## src/rtl/dr_alu_pkg.sv

```systemverilog
// Package: shared constants and types for the dual-rail logic/shift array.
// Assumes: function codes are always four bits wide (one per minterm).
package dr_alu_pkg;
    localparam int FN_W = 4;

    typedef enum logic {
        DIR_LEFT  = 1'b0,
        DIR_RIGHT = 1'b1
    } shift_dir_e;

    typedef struct packed {
        logic t;
        logic f;
    } rail_pair_t;
endpackage

```

## src/rtl/dr_bit_slice.sv

```systemverilog
// Module: one bit of the logic/shift array.
// Selects either a Boolean function of (a,b) or a neighbour B bit, then
// encodes the result as a dual-rail pair gated by go and the enable mode.
// Assumes: the neighbour inputs are already resolved to fill bits at the ends.
module dr_bit_slice
    import dr_alu_pkg::*;
(
    input  logic            a,
    input  logic            b,
    input  logic            b_hi,
    input  logic            b_lo,
    input  logic [FN_W-1:0] fn,
    input  logic            m_shift,
    input  logic            m_en,
    input  logic            dir_right,
    input  logic            go,
    output rail_pair_t      pair
);
    logic logic_x;
    logic shift_x;
    logic sel_x;
    logic qual;

    // Four-to-one mux: the minterm {a,b} picks its bit of the function code.
    always_comb logic_x = fn[{a, b}];

    // Shift source: the more-significant neighbour for right, the less-significant for left.
    always_comb shift_x = (shift_dir_e'(dir_right) == DIR_RIGHT) ? b_hi : b_lo;

    // Mode mux between bitwise logic and shift.
    always_comb sel_x = m_shift ? shift_x : logic_x;

    // Dual-rail encoding; both rails stay low unless started and enabled.
    always_comb begin
        qual   = go & m_en;
        pair.t = qual & sel_x;
        pair.f = qual & ~sel_x;
    end
endmodule

```

## src/rtl/dr_completion.sv

```systemverilog
// Module: completion detector for N dual-rail pairs.
// Raises done when go is high and every pair has one rail asserted.
// Assumes: the pairs are never 1/1 (guaranteed by the slices).
module dr_completion #(
    parameter int N = 8
) (
    input  logic [N-1:0] t,
    input  logic [N-1:0] f,
    input  logic         go,
    output logic         done
);
    logic [N-1:0] resolved;

    // Per-bit resolved flag, then an AND across the word.
    always_comb begin
        resolved = t | f;
        done     = go & (&resolved);
    end
endmodule

```

## src/rtl/dr_logic_shift_top.sv

```systemverilog
// Module: N-bit dual-rail logic and shift array.
// Instantiates N identical slices, wires each slice to its neighbours and to
// the fill bits at the ends, registers the rails once, and derives done.
// Assumes: synchronous active-low reset; one cycle of latency, input to output.
module dr_logic_shift_top
    import dr_alu_pkg::*;
#(
    parameter int N = 8
) (
    input  logic            clk,
    input  logic            rst_n,
    input  logic [N-1:0]    a_i,
    input  logic [N-1:0]    b_i,
    input  logic [FN_W-1:0] fn_i,
    input  logic            mode_shift_i,
    input  logic            mode_en_i,
    input  logic            dir_right_i,
    input  logic            go_i,
    input  logic            fill_msb_i,
    input  logic            fill_lsb_i,
    output logic [N-1:0]    word_o,
    output logic [N-1:0]    rail_t_o,
    output logic [N-1:0]    rail_f_o,
    output logic            done_o
);
    localparam int TOP = N - 1;

    rail_pair_t   pair_w [N];
    logic [N-1:0] t_d;
    logic [N-1:0] f_d;
    logic [N-1:0] t_q;
    logic [N-1:0] f_q;
    logic         go_q;
    logic         done_w;

    for (genvar j = 0; j < N; j++) begin : g_slice
        logic nb_hi;
        logic nb_lo;

        if (j == TOP) begin : g_top
            assign nb_hi = fill_msb_i;
        end else begin : g_mid_hi
            assign nb_hi = b_i[j+1];
        end

        if (j == 0) begin : g_bot
            assign nb_lo = fill_lsb_i;
        end else begin : g_mid_lo
            assign nb_lo = b_i[j-1];
        end

        dr_bit_slice u_slice (
            .a         (a_i[j]),
            .b         (b_i[j]),
            .b_hi      (nb_hi),
            .b_lo      (nb_lo),
            .fn        (fn_i),
            .m_shift   (mode_shift_i),
            .m_en      (mode_en_i),
            .dir_right (dir_right_i),
            .go        (go_i),
            .pair      (pair_w[j])
        );

        assign t_d[j] = pair_w[j].t;
        assign f_d[j] = pair_w[j].f;
    end

    // Output register for the rails and the start qualifier.
    always_ff @(posedge clk) begin
        if (!rst_n) begin
            t_q  <= '0;
            f_q  <= '0;
            go_q <= 1'b0;
        end else begin
            t_q  <= t_d;
            f_q  <= f_d;
            go_q <= go_i;
        end
    end

    dr_completion #(.N(N)) u_done (
        .t    (t_q),
        .f    (f_q),
        .go   (go_q),
        .done (done_w)
    );

    // Drive the ports from the registered state.
    always_comb begin
        rail_t_o = t_q;
        rail_f_o = f_q;
        word_o   = t_q;
        done_o   = done_w;
    end
endmodule

```

## config.mk

```make
export PLATFORM = sky130hd
export DESIGN_NAME = dr_logic_shift_top
export DESIGN_NICKNAME = d
export VERILOG_FILES = /design/src/rtl/dr_alu_pkg.sv /design/src/rtl/dr_bit_slice.sv /design/src/rtl/dr_completion.sv /design/src/rtl/dr_logic_shift_top.sv
export SDC_FILE = /design/constraint.sdc
export NUM_CORES = 1
export LEC_CHECK = 0
export BUFFER_PORTS_ARGS = -buffer_cell sky130_fd_sc_hd__buf_2
export CORE_MARGIN = 2
export CORE_UTILIZATION = 45
export CTS_BUF_LIST = sky130_fd_sc_hd__clkbuf_4 sky130_fd_sc_hd__clkbuf_8
export CTS_CLUSTER_DIAMETER = 40
export DETAILED_ROUTE_END_ITERATION = 10
export PLACE_DENSITY = 0.8
export SETUP_SLACK_MARGIN = 0.3
export SLEW_MARGIN = 10
export SYNTH_ARGS = -nofsm -noshare
export SYNTH_HDL_FRONTEND = slang
export SYNTH_SLANG_ARGS = --single-unit
```

## constraint.sdc

```tcl
create_clock -name clk -period 1.24 [get_ports clk]
set_clock_uncertainty 0.05 [all_clocks]
set_input_delay 0.124 -clock clk [delete_from_list [all_inputs] [get_ports clk]]
set_output_delay 0.124 -clock clk [all_outputs]
set_load 0.01 [all_outputs]
```

== Yosys cells after proc, flatten, opt, wreduce, memory -nomap -nowiden ==
Cells that the tools add are included.

* Output and inout bits: 25
* Logic and storage cells: 71
* Bits in registers: 17

* Multiplexer cells: 32
* Magnitude comparators: 8
* Bitwise gates (word level): 27
* Reductions and logical operators: 1

{| class="wikitable"
|+ Operators by type and width
! operator !! count
|-
| < comparator 2 x 3 -> 1 bit (second input constant) || 8
|-
| 2-to-1 mux 1 bit || 24
|-
| bitwise AND 1 bit || 18
|-
| binary-select mux 1 bit (select 2 bit) || 8
|-
| NOT 1 bit || 8
|-
| bitwise OR 8 bit || 1
|-
| AND reduction 8 bit || 1
|}

== Logic depth before layout (Yosys ltp) ==
* Depth in word-level cells: 5
* Gate-level depth with buffers: 5
* Depth with buffers taken out: 3

== Cells and area by module ==
From an unflattened synthesis, not the netlist that was laid out.

* Cell total of the unflattened synthesis: 98
* Area, all modules: 1033.5 um^2

{| class="wikitable"
|+ By module, submodules not included
! module !! cells each !! area an instance (um^2) !! instances
|-
| dr_logic_shift_top || 43 || 534.3 || 1
|-
| dr_bit_slice || 6 || 57.6 || 8
|-
| dr_completion || 7 || 38.8 || 1
|}

== Least setup slack after synthesis ==
Ideal clock, no wire load.

* Path kind: reg-to-output
* From: reg t_q[5] (netlist: rail_t_o[5])
* To: out done_o
* Setup slack: 0.099 ns
* Buffers on the path: 0
* Arrival time: 0.967 ns
* Cell stages (with the launch flop): 4
* Cells stage by stage: dfxtp_1 > o22a_1 > o221ai_1 > nor4_1

* Cells in the longest elaborated chain, start to end: 3

{| class="wikitable"
|+ RTL lines
! element !! RTL line !! text
|-
| from (decl) || dr_logic_shift_top.sv:31 || <nowiki>logic [N-1:0] t_q;</nowiki>
|-
| from (signal assigned) || dr_logic_shift_top.sv:76 || <nowiki>t_q <= t_d;</nowiki>
|-
| bitwise OR 8 bit || dr_completion.sv:16 || <nowiki>resolved = t | f;</nowiki>
|-
| AND reduction 8 bit || dr_completion.sv:17 || <nowiki>done = go & (&resolved);</nowiki>
|-
| bitwise AND 1 bit || dr_completion.sv:17 ||
|-
| to (decl) || dr_logic_shift_top.sv:24 || <nowiki>output logic done_o</nowiki>
|}

Every way passes these cells.

== Worst setup path in the final report ==
* From: reg f_q[5] (netlist: rail_f_o[5])
* To: out done_o

* Cells in the longest elaborated chain, start to end: 3

{| class="wikitable"
|+ RTL lines
! element !! RTL line !! text
|-
| from (decl) || dr_logic_shift_top.sv:32 || <nowiki>logic [N-1:0] f_q;</nowiki>
|-
| from (signal assigned) || dr_logic_shift_top.sv:73 || <nowiki>f_q <= '0;</nowiki>
|-
| from (signal assigned) || dr_logic_shift_top.sv:77 || <nowiki>f_q <= f_d;</nowiki>
|-
| bitwise OR 8 bit || dr_completion.sv:16 ||
|-
| AND reduction 8 bit || dr_completion.sv:17 ||
|-
| bitwise AND 1 bit || dr_completion.sv:17 ||
|}

Every way passes these cells.

==> flow_summary.toml <==
[clock_tree]
cts_root_buf = "clkbuf_4"
cts_tree = "done"
cts_max_level = 1
cts_buffers = 3
hold_buffers = 0
cts_num_sinks = 17
cts.reportedPaths.clkPinSlew_ns = 0.08
clk_path_buf_depth = 2

[critical_path]
cp_slowest_cell = "dfxtp_2"
path_class = "reg -> out"
crit_chain = "o22a_1, o221ai_2, nor4_2, buf_2"
required_ns = 1.07
start_kind = "flip-flop"
crit_arrival_ns = 1.13
critPathMaxStageDelay_ns = 0.33
worstPathMaxFanout = 2
critPathCaptureType = "primary output"

[yosys]
post_synth_fa_ha_maj_area_fraction_pct = 0
synth_seq_cells = 17
synthSimpleGateAreaFrac_pct = 17.0
yosysTopAreaCellShare_pct = 32.4
async_flop_share_pct = 0
netlist.top_cell.by_area = "dfxtp_1"
syn_nets = 135
synthCells = 107
synth_top_family_by_area = "multiplexers"
synth_compound_area_share_pct = 15.0
synth_xor_area_share_pct = 0
synth_cell_types = 24
yosysWarnings = 0
synth.most_common_cell = "mux2i_1"
synth_commonest_cells = "24 x mux2i_1, 17 x dfxtp_1, 9 x buf_4, 8 x nand3_1, 8 x nor2_1"
syn_area_mm2 = 0.00105
synth-edff-count = 0
synthMuxAreaShare_pct = 22.9
synth_seq_area_share_pct = 32.4
synth_area_leaders = "dfxtp_1 32%, mux2i_1 23%, a22oi_2 8.3%, buf_4 6.4%, and3b_1 5.8%"
post_synth.cell_area_avg_um2 = 9.82
synth-main-ff-cell = "dfxtp_1"

[global_route]
grt-ovfl-total = 0
grt_max_degree = 17
grt_pass1_vias = 818
grt_antenna_before_repair = 0
grt_pass1_wl_um = 3640
track_usage_pct = 17.8

[timing]
setup_violations = 1
fmax_ghz = 0.764
max-slew-margin-rel_pct = 81.3
maxSlewViolCount = 0
final-hold-violation-count = 0
finalCriticalPeriod_ns = 1.31
worst_slack_ns = -0.0687
worst_pin_slew_ns = 0.280
period_share_pct = 106
hold-worst-slack_ns = 0.0469
rsz0062_at_grt = "yes"
setup_tns_ns = -0.0687

[floorplan]
core_mm2 = 0.00221
initial_core_util_pct = 47.5
dieWidth_um = 52.3
rows = 17
io_pins = 53
die-area_mm2 = 0.00274
dieHeight_um = 52.3

[power]
power_leakage_nw = 0.718
powerDensity_mw_per_mm2 = 843
ir_drop_v = 0.000401

[route]
ant_nets = 0
vias_per_cell = 5.32
vias = 953
wl_um = 2300
drtPass1Iterations = 4
routedWlPerCell_um = 12.8
drt_iter0_markers = 13
drcViolationCount = 0

[layout]
insertedDiodeCount = 0
nNetsFinal = 180
area_growth_pct = 29.3
drive_gt1_share_pct = 55.6

[placement]
routabilityCongestion = 0.898
place.port_buffers = 52
dpl.hpwl_um = 1830

[status]
violations = "negative setup slack"
status = "finished with violations"

[worst_hold_path]
min-delay-path-class = "in -> reg"

[flow_run]
maxCapViolCount = 0
## critical path, delay by kind of cell (launching register included)
kind	cells	cell delay (ns)
flops	1	0.33
compound gates	2	0.24
buf+inv	1	0.16
simple gates	1	0.13
## registers in the layout (all words and copies together), names as in the netlist
name	flops
go_q	1
rail_f_o	8
rail_t_o	8
## cell usage in the layout, fill, tap and decap left out, drive strengths merged
cell / instances
a21oi: 7
a22oi: 7
a31oi: 1
and2: 1
and3b: 7
and4b: 1
buf: 56
clkbuf: 4
dfxtp: 17
inv: 1
mux2i: 24
nand2: 3
nand3: 8
nor2: 9
nor4: 1
o21ai: 1
o221ai: 1
o22a: 1
o22ai: 1
## power by group
part           total, mW  leakage [nW]  internal, mW  switching (mW)
logic              0.287         0.555         0.137           0.150
registers          0.578         0.145         0.566          0.0120
clock network      0.280        0.0184         0.146           0.134
total               1.15         0.718         0.850           0.295
## final timing paths
| kind | startpoint | endpoint | slack, ns | depth (start not counted) |
|---|---|---|---|---|
| setup / recovery | rail_f_o[5] | done_o | -0.07 | 4 |
| hold / removal | rst_n | go_q | 0.05 | 2 |
## final cells by class
class                      count  area (µm²)
inverter                       1        3.75
tap                           28        35.0
multi-input combinational     73         589
clock buffer                   4        30.0
fill                         212         853
timing repair buffer          56         342
sequential                    17         359
## metrics by stage
stage	cell area (µm²)	util (%)	worst slack, ns	total power [mW]	std cells
2_1_floorplan	1060	-	0.202	0.775	107
3_3_place_gp	1230	55.6	0.160	0.847	172
3_5_place_dp	1230	55.6	0.140	0.856	172
4_1_cts	1280	57.7	-0.100	1.14	176
5_1_grt	1360	61.4	-0.211	1.20	179
6_report	1360	61.4	-0.0687	1.15	179
## layer usage
layer	share of wire, %	track usage (%)	vias up
met5	0	0	-
li1	-	-	469
met2	52	31.7	34
met1	41	21.5	444
met3	4.4	1.71	6
met4	1.9	7.69	0
## repair_timing
action / 4_1_cts / 5_1_grt
setup buffers: 0 / 3
gates resized for setup: 10 / 14
endpoints found under the setup margin: 5 / 11
cloned: 0 / 0
## cell families (layout without fill, tap and decap cells)
kind of cell / after synthesis / after routing
AND/OR/NAND/NOR: 30 / 30
flip-flops: 17 / 17
multiplexers: 24 / 24
AO/OA/AOI/OAI: 19 / 19
buffers and inverters: 17 / 61
(Power assumes the default switching activity.)
